### config.mk
export PLATFORM = sky130hd
export DESIGN_NAME = acc_cpu
export DESIGN_NICKNAME = d
export VERILOG_FILES = /design/src/rtl/acc_pkg.sv /design/src/rtl/acc_alu.sv /design/src/rtl/acc_cycle_ctr.sv /design/src/rtl/acc_cpu.sv
export SDC_FILE = /design/constraint.sdc
export NUM_CORES = 2
export LEC_CHECK = 0
export BUFFER_PORTS_ARGS = -buffer_cell sky130_fd_sc_hd__buf_2
export CAP_MARGIN = 20
export CORE_MARGIN = 10
export CORE_UTILIZATION = 48
export DETAILED_ROUTE_END_ITERATION = 16
export PLACE_DENSITY = 0.69
export SYNTH_ARGS = -nofsm -noshare
export SYNTH_HDL_FRONTEND = slang
export SYNTH_SLANG_ARGS = --single-unit
### constraint.sdc
create_clock -name clk -period 137.8 [get_ports clk]
set_input_delay 6.89 -clock clk [delete_from_list [all_inputs] [get_ports clk]]
set_output_delay 6.89 -clock clk [all_outputs]
set_load 0.01 [all_outputs]
### src/rtl/acc_pkg.sv
package acc_pkg;
    localparam int OPC_W = 8;

    typedef enum logic [OPC_W-1:0] {
        OPC_LOAD  = 8'h01,
        OPC_STORE = 8'h02,
        OPC_ADD   = 8'h03,
        OPC_DIV   = 8'h04,
        OPC_HALT  = 8'hFF
    } opc_e;

    typedef enum logic [2:0] {
        ST_FETCH_OP,
        ST_FETCH_ARG,
        ST_DECODE,
        ST_DATA_RD,
        ST_DATA_WR,
        ST_EXEC,
        ST_STOP
    } core_st_e;
endpackage

### src/rtl/acc_alu.sv
module acc_alu
    import acc_pkg::*;
#(
    parameter int W = 32
) (
    input  logic [OPC_W-1:0] op,
    input  logic [W-1:0]     acc_in,
    input  logic [W-1:0]     operand,
    output logic [W-1:0]     result,
    output logic             div_zero
);
    always_comb begin
        result   = acc_in;
        div_zero = 1'b0;
        case (op)
            OPC_LOAD: result = operand;
            OPC_ADD:  result = acc_in + operand;
            OPC_DIV: begin
                if (operand == '0) begin
                    div_zero = 1'b1;
                end else begin
                    result = acc_in / operand;
                end
            end
            default: result = acc_in;
        endcase
    end
endmodule

### src/rtl/acc_cycle_ctr.sv
module acc_cycle_ctr #(
    parameter int CNT_W = 32
) (
    input  logic             clk,
    input  logic             rst,
    input  logic             run,
    output logic [CNT_W-1:0] count
);
    logic [CNT_W-1:0] cnt_d, cnt_q;

    always_comb begin
        cnt_d = cnt_q;
        if (run) cnt_d = cnt_q + CNT_W'(1);
    end

    always_ff @(posedge clk) begin
        if (rst) cnt_q <= '0;
        else     cnt_q <= cnt_d;
    end

    assign count = cnt_q;


    count_step_chk: assert property (@(posedge clk) disable iff (rst)
        run |=> (cnt_q == $past(cnt_q) + CNT_W'(1)));


    count_hold_chk: assert property (@(posedge clk) disable iff (rst)
        !run |=> $stable(cnt_q));
endmodule

### src/rtl/acc_cpu.sv
module acc_cpu
    import acc_pkg::*;
#(
    parameter int          W        = 32,
    parameter int          CNT_W    = 32,
    parameter logic [31:0] START_PC = 32'h0
) (
    input  logic             clk,
    input  logic             rst,
    output logic             mem_req,
    output logic             mem_we,
    output logic [W-1:0]     mem_addr,
    output logic [W-1:0]     mem_wdata,
    input  logic [W-1:0]     mem_rdata,
    input  logic             mem_ready,
    output logic             halted,
    output logic             div_err,
    output logic [W-1:0]     acc,
    output logic [CNT_W-1:0] cycle_count
);
    localparam logic [W-1:0] PC_STEP = W'(2);

    typedef struct packed {
        core_st_e         st;
        logic [W-1:0]     pc;
        logic [OPC_W-1:0] op;
        logic [W-1:0]     arg;
        logic [W-1:0]     opnd;
        logic [W-1:0]     acc;
        logic             err;
    } core_t;

    core_t r_d, r_q;

    logic [W-1:0] alu_res;
    logic         alu_dz;
    logic [W-1:0] alu_operand;

    assign alu_operand = (r_q.op == OPC_DIV) ? r_q.arg : r_q.opnd;

    acc_alu #(.W(W)) alu_i (
        .op       (r_q.op),
        .acc_in   (r_q.acc),
        .operand  (alu_operand),
        .result   (alu_res),
        .div_zero (alu_dz)
    );

    acc_cycle_ctr #(.CNT_W(CNT_W)) ctr_i (
        .clk   (clk),
        .rst   (rst),
        .run   (r_q.st != ST_STOP),
        .count (cycle_count)
    );

    always_comb begin
        r_d       = r_q;
        mem_req   = 1'b0;
        mem_we    = 1'b0;
        mem_addr  = r_q.pc;
        mem_wdata = r_q.acc;
        case (r_q.st)
            ST_FETCH_OP: begin
                mem_req  = 1'b1;
                mem_addr = r_q.pc;
                if (mem_ready) begin
                    r_d.op = mem_rdata[OPC_W-1:0];
                    r_d.st = ST_FETCH_ARG;
                end
            end
            ST_FETCH_ARG: begin
                mem_req  = 1'b1;
                mem_addr = r_q.pc + W'(1);
                if (mem_ready) begin
                    r_d.arg = mem_rdata;
                    r_d.pc  = r_q.pc + PC_STEP;
                    r_d.st  = ST_DECODE;
                end
            end
            ST_DECODE: begin
                case (r_q.op)
                    OPC_LOAD, OPC_ADD: r_d.st = ST_DATA_RD;
                    OPC_STORE:         r_d.st = ST_DATA_WR;
                    OPC_DIV:           r_d.st = ST_EXEC;
                    default:           r_d.st = ST_STOP;
                endcase
            end
            ST_DATA_RD: begin
                mem_req  = 1'b1;
                mem_addr = r_q.arg;
                if (mem_ready) begin
                    r_d.opnd = mem_rdata;
                    r_d.st   = ST_EXEC;
                end
            end
            ST_DATA_WR: begin
                mem_req   = 1'b1;
                mem_we    = 1'b1;
                mem_addr  = r_q.arg;
                mem_wdata = r_q.acc;
                if (mem_ready) r_d.st = ST_FETCH_OP;
            end
            ST_EXEC: begin
                r_d.acc = alu_res;
                r_d.err = r_q.err | alu_dz;
                r_d.st  = ST_FETCH_OP;
            end
            default: r_d.st = ST_STOP;
        endcase
    end

    always_ff @(posedge clk) begin
        if (rst) begin
            r_q.st   <= ST_FETCH_OP;
            r_q.pc   <= START_PC;
            r_q.op   <= '0;
            r_q.arg  <= '0;
            r_q.opnd <= '0;
            r_q.acc  <= '0;
            r_q.err  <= 1'b0;
        end else begin
            r_q <= r_d;
        end
    end

    assign halted  = (r_q.st == ST_STOP);
    assign div_err = r_q.err;
    assign acc     = r_q.acc;


    req_hold_chk: assert property (@(posedge clk) disable iff (rst)
        (mem_req && !mem_ready) |=> (mem_req && $stable(mem_addr)
                                     && $stable(mem_we) && $stable(mem_wdata)));


    halt_sticky_chk: assert property (@(posedge clk) disable iff (rst)
        halted |=> (halted && !mem_req));


    err_sticky_chk: assert property (@(posedge clk) disable iff (rst)
        div_err |=> div_err);


    div_no_mem_chk: assert property (@(posedge clk) disable iff (rst)
        (r_q.st == ST_DECODE && r_q.op == OPC_DIV) |=> !mem_req);


    store_acc_hold_chk: assert property (@(posedge clk) disable iff (rst)
        (mem_req && mem_we) |=> $stable(acc));
endmodule

[Yosys cells after proc, flatten, opt, wreduce, memory -nomap -nowiden]
Cells that the tools add are included.
Operators by class
  add/subtract/negate cells: 4
  div/mod/pow operators: 1
  eq/ne operators: 16
  mux-type cells: 14
  bitwise gates (word level): 1
  reductions and logical operators: 11
Operator list (number)
  $pmux W32 S3: 1
  $add A32 B1 Y32 const B: 2
  $mux W32: 2
  $pmux W32 S2: 1
  $mux W35: 1
  $add A32 B2 Y32 const B: 1
  $add A32 B32 Y32: 1
  $div A32 B32 Y32: 1
  $logic_not A32 Y1: 1
  $pmux W3 S6: 1
  $eq A8 B2 Y1 const B: 2
  $ne A2 B2 Y1 const B: 5
  $eq A3 B3 Y1 const B: 3
  $mux W3: 3
  $pmux W3 S3: 1
  $eq A8 B1 Y1 const B: 1
  $eq A8 B3 Y1 const B: 1
  $eq A3 B2 Y1 const B: 2
  $reduce_and A2 Y1: 3
  $mux W1: 4
  $reduce_and A4 Y1: 1
  $reduce_or A2 Y1: 2
  $reduce_or A4 Y1: 1
  $eq A3 B1 Y1 const B: 1
  5 further kinds: 5
Word-level totals
  flip-flop bits (word level): 172
  bits of input ports: 35
  logic and storage cells: 55

[Longest topological paths before layout]
  depth in word-level cells: 6
  depth in mapped cells: 385

[Cells and area by module]
A second synthesis with hierarchy kept.
Second synthesis, totals
  cells, all modules: 5688
  area, all modules: 39908.3 µm²
By module, submodules not included
  acc_alu: times used 1, cells an instance 4689, area each 31763.0 µm², sequential area each 0.0 µm²
  acc_cpu: times used 1, cells an instance 818, area each 6581.3 µm², sequential area each 2782.7 µm²
  acc_cycle_ctr: times used 1, cells an instance 181, area each 1564.0 µm², sequential area each 640.6 µm²

[Worst setup path after synthesis]
OpenSTA, ideal clock, no wires.
  path kind: register -> register
  from: register r_q[98] (netlist name)
  to: register acc[0] (netlist name)
  library setup time: 128 ps
  data arrival time: 76386 ps
  data required time: 137672 ps
  slack: 61287 ps
  stages on the path, launching flop included: 366
  path buffers: 55
  period minus slack after synthesis: 76513 ps
  cell sequence: dfxtp_1 buf_2 or4b_1 buf_2 nor2_4 buf_2 buf_1 buf_1 clkbuf_1 nand2_1 and2_1 ha_1 or2_2 o2111a_1 o311a_1 o22a_1 ha_1 nor2_1 [... 330 more ...] o21ai_0 ha_1 a21o_1 a21o_1 a21o_1 a21o_1 a21o_1 a21o_1 a21o_1 a21o_1 a21o_1 a21o_1 a21o_1 a21o_1 a21o_1 a21oi_1 o311a_1 nor2_1
Between the ends
  word-level cells in the longest chain between the ends: 5
Ends and longest elaborated chain
  $eq A8 B3 Y1: line acc_alu.sv:15, acc_cpu.sv:39
  $mux W32: line acc_cpu.sv:39  | assign alu_operand = (r_q.op == OPC_DIV) ? r_q.arg : r_q.opnd;
  $div A32 B32 Y32 / $logic_not A32 Y1 (equally long branches): line acc_alu.sv:22, acc_alu.sv:19
  $mux W32 / $ne A2 B2 Y1 (equally long branches)
  $pmux W32 S3 / $reduce_and A3 Y1 (equally long branches)
Several ways; a longest one is shown, not always the timed one. The select of a mux whose other input is x is not followed.
A chain may end at the register's enable or synchronous reset.

[Worst setup path after layout]
  from: register r_q[98] (netlist name)
  to: register acc[0] (netlist name)
Between the ends
  word-level cells in the longest chain between the ends: 5
Ends and longest elaborated chain (line)
  $eq A8 B3 Y1: acc_alu.sv:15, acc_cpu.sv:39
  $mux W32: acc_cpu.sv:39
  $div A32 B32 Y32 / $logic_not A32 Y1 (equally long branches): acc_alu.sv:22, acc_alu.sv:19
  $mux W32 / $ne A2 B2 Y1 (equally long branches)
  $pmux W32 S3 / $reduce_and A3 Y1 (equally long branches)
Several ways; a longest one is shown, not always the timed one. The select of a mux whose other input is x is not followed.

==> impl_results.md <==
- Routed WL: 145 mm
- Post-synthesis compound-gate area fraction: 28.3%
- Sequential element share of the synthesized area: 9.09%
- Status: complete, no violations
- Critical Path RT: 138.14 ns
- Fin. Hold Viols: 0
- Slew Limit Fails: 0
- Vias: 41173
- Area delta synth->final: 6.36%
- Startpoint class of the critical path: flop
- Worst-path fanout max: 59
- PostCTS Resize Cnt: 0
- Die ar.: 90100 µm²
- Critical Path Max Stage Delay: 0.99 ns
- Port bufs: 166
- Distinct cells, synth: 108
- Async SR Flop Fraction: 0%
- # DRC: 0
- Setup bufs post-CTS: 0
- Met2 GRT Util: 47.6%
- IO Pins: 167
- Initial antenna violation count: 2
- Antenna Nets Post-Route: 0
- Clk pin slew, worst setup/hold paths: 0.09 ns
- Pre-antenna DRT Iters: 6
- FF+latch count, synth: 171
- Post-synth EDFFs: 0
- Worst path slowest cell: a41o_1
- Top-area cell type share of the netlist area: 18.0%
- Min-delay worst type: flop to flop
- Syn Inst Count: 5355
- TritonCTS Sinks: 171
- Mux contribution to synthesized area: 4.60%
- CTS Buf Count: 17
- Tot GR Track Use: 30.5%
- Combinational family with the most area after synthesis: compound AO/OA/AOI/OAI gates
- Critical path endpoint category: flop
- Root Buffer: clkbuf_16
- Met3 Track Usage GR: 4.53%
- Num rows: 102
- Initial core utilization: 48.5%
- GR peak layer: met2
- Avg WL per Cell: 22.5 µm
- Yosys top cell by area: ha_1
- Global-route wire length before repair: 221 mm
- Number of global-route vias before repair: 38793
- Final period util: 64.4%
- Core Region: 77600 µm²
- Max-cap violations: 0
- Vias per inst: 6.41
- CTS max path bufs: 2
- 1st-iter DRT viols: 4233
- Worst slew pin tran: 1.09 ns
- Crit path arrival time: 89.06 ns
- Met1 usage: 40.8%
- Synth Area in Simple Gates: 24.6%
- Min Tclk post-route: 88.72 ns
- Share of layout cells above drive strength 1: 9.90%
- Die Y-Extent: 300 µm
- Post-synthesis xor/xnor area fraction: 10.2%
- Post-cts hold buffer count: 0
- Rel. slew slack: 27.2%
- Die Wd: 300 µm
- Dpl hpwl: 113 mm
- Largest net degree at the start of global routing: 109
- Critical setup path kind: flop to flop
- Routability cong.: 0.987
- Syn nets: 5934
- CTS HTree Levels: 4
- Top FF cell, synth: dfxtp_1
- Setup violations, final: 0
- Ant. Diodes: 0
- Reg2Reg Depth: 321
- Layout Nets: 5948
- Layout Skew: 0.0188 ns
- CTS tree: built
- Post-Synth Adder-Cell Area: 18.1%
- WHS Path Cells: 2
- Synth top area cells: ha_1 18%, dfxtp_1 9.1%, a21oi_1 6.3%
- Sum Neg Setup Slack: 0 ns
- Max Freq: 0.0113 GHz
- Ys Warns: 0
- Post-synthesis area per instance: 7.03 µm²
- Grt total ovfl: 0
- Most common cell type on the critical path: a21o_1
- Worst skew pair latency: 0.46 ns
- Mapped Area: 37700 µm²
- RSZ-0062 raised after global routing: no
==> worst paths after layout <==
path / from / end / slack (ns)
max reg2reg: r_q[98]$_SDFFE_PP0P_ / acc[0]$_SDFFE_PP0P_ / 49.08
min: ctr_i.count[31]$_SDFFE_PP0N_ / ctr_i.count[31]$_SDFFE_PP0N_ / 0.49
min reg2reg: ctr_i.count[31]$_SDFFE_PP0N_ / ctr_i.count[31]$_SDFFE_PP0N_ / 0.49
max: r_q[98]$_SDFFE_PP0P_ / acc[0]$_SDFFE_PP0P_ / 49.08
==> area by class of cell <==
cell class                 count  area [µm²]
timing repair buffer         245        1440
tap                         1040        1300
clock buffer                  17         425
multi-input combinational   4741       32500
sequential                   171        3420
inverter                     193         724
clock inverter                15         225
fill                        7869       37500
==> state kept, by name (all words and copies together), names as in the netlist <==
signal       flops
ctr_i.count     32
acc             32
div_err          1
r_q            106
==> cells in the final DEF, fill, tap and decap left out, types with 123 or more instances in the layout <==
master,instances
buf_2,165
nand2_1,629
nor2_1,564
dfxtp_1,171
xor2_1,201
o21ai_0,276
inv_1,193
nand3_1,123
nor3_1,173
a21o_1,186
xnor2_1,238
ha_1,543
a21oi_1,469
==> per-stage QoR <==
step / cells / hold WS, ns / setup slack, ns / area, µm² / utilization [%]
after floorplan: 5355 / 0.450 / 61.29 / 37700 / -
after global placement: 6387 / 0.467 / 53.26 / 39400 / 50.7
after detailed placement: 6388 / 0.479 / 51.22 / 39400 / 50.8
after CTS: 6420 / 0.491 / 50.97 / 40000 / 51.6
after global routing: 6422 / 0.517 / 43.22 / 40100 / 51.6
final: 6422 / 0.493 / 49.08 / 40100 / 51.6
==> worst max-delay path, delay by kind of cell, from the launching register on <==
| family | cells | cell delay (ns) |
|---|---|---|
| DFF | 1 | 0.37 |
| adders and majority gates | 31 | 10.61 |
| AOI/OAI and AO/OA | 185 | 49.60 |
| and+or+nand+nor | 82 | 20.56 |
| muxes | 7 | 3.01 |
| buffers and inverters | 16 | 4.21 |
==> cells in the mapped netlist (64+ instances only) <==
library cell and number:
xnor2_1 238, buf_4 64, o21ai_0 276, nor2_1 570, nor2b_1 71, a21oi_1 475
nand2b_1 66, a21o_1 186, nand2_1 629, xor2_1 201, dfxtp_1 171, nor3_1 173
inv_1 193, o21a_1 122, ha_1 543, nand3_1 123, mux2_2 113, clkbuf_1 146
==> routing by layer <==
layer | vias up | routed length, µm
met4 | 2 | 7590
li1 | 19537 | -
met5 | - | 11
met1 | 19219 | 61900
met3 | 394 | 13700
met2 | 2021 | 61600
==> cells by family after synthesis <==
kind of cell,Yosys count
AOI/OAI and AO/OA,1614
muxes,158
adders and majority gates,544
buffers and inverters,443
and+or+nand+nor,1986
DFF,171
xor gates and xnor gates,439
Power is left out: the tool's default activity adds up to more than one toggle a clock period on the data nets, which glitch-free logic cannot reach.
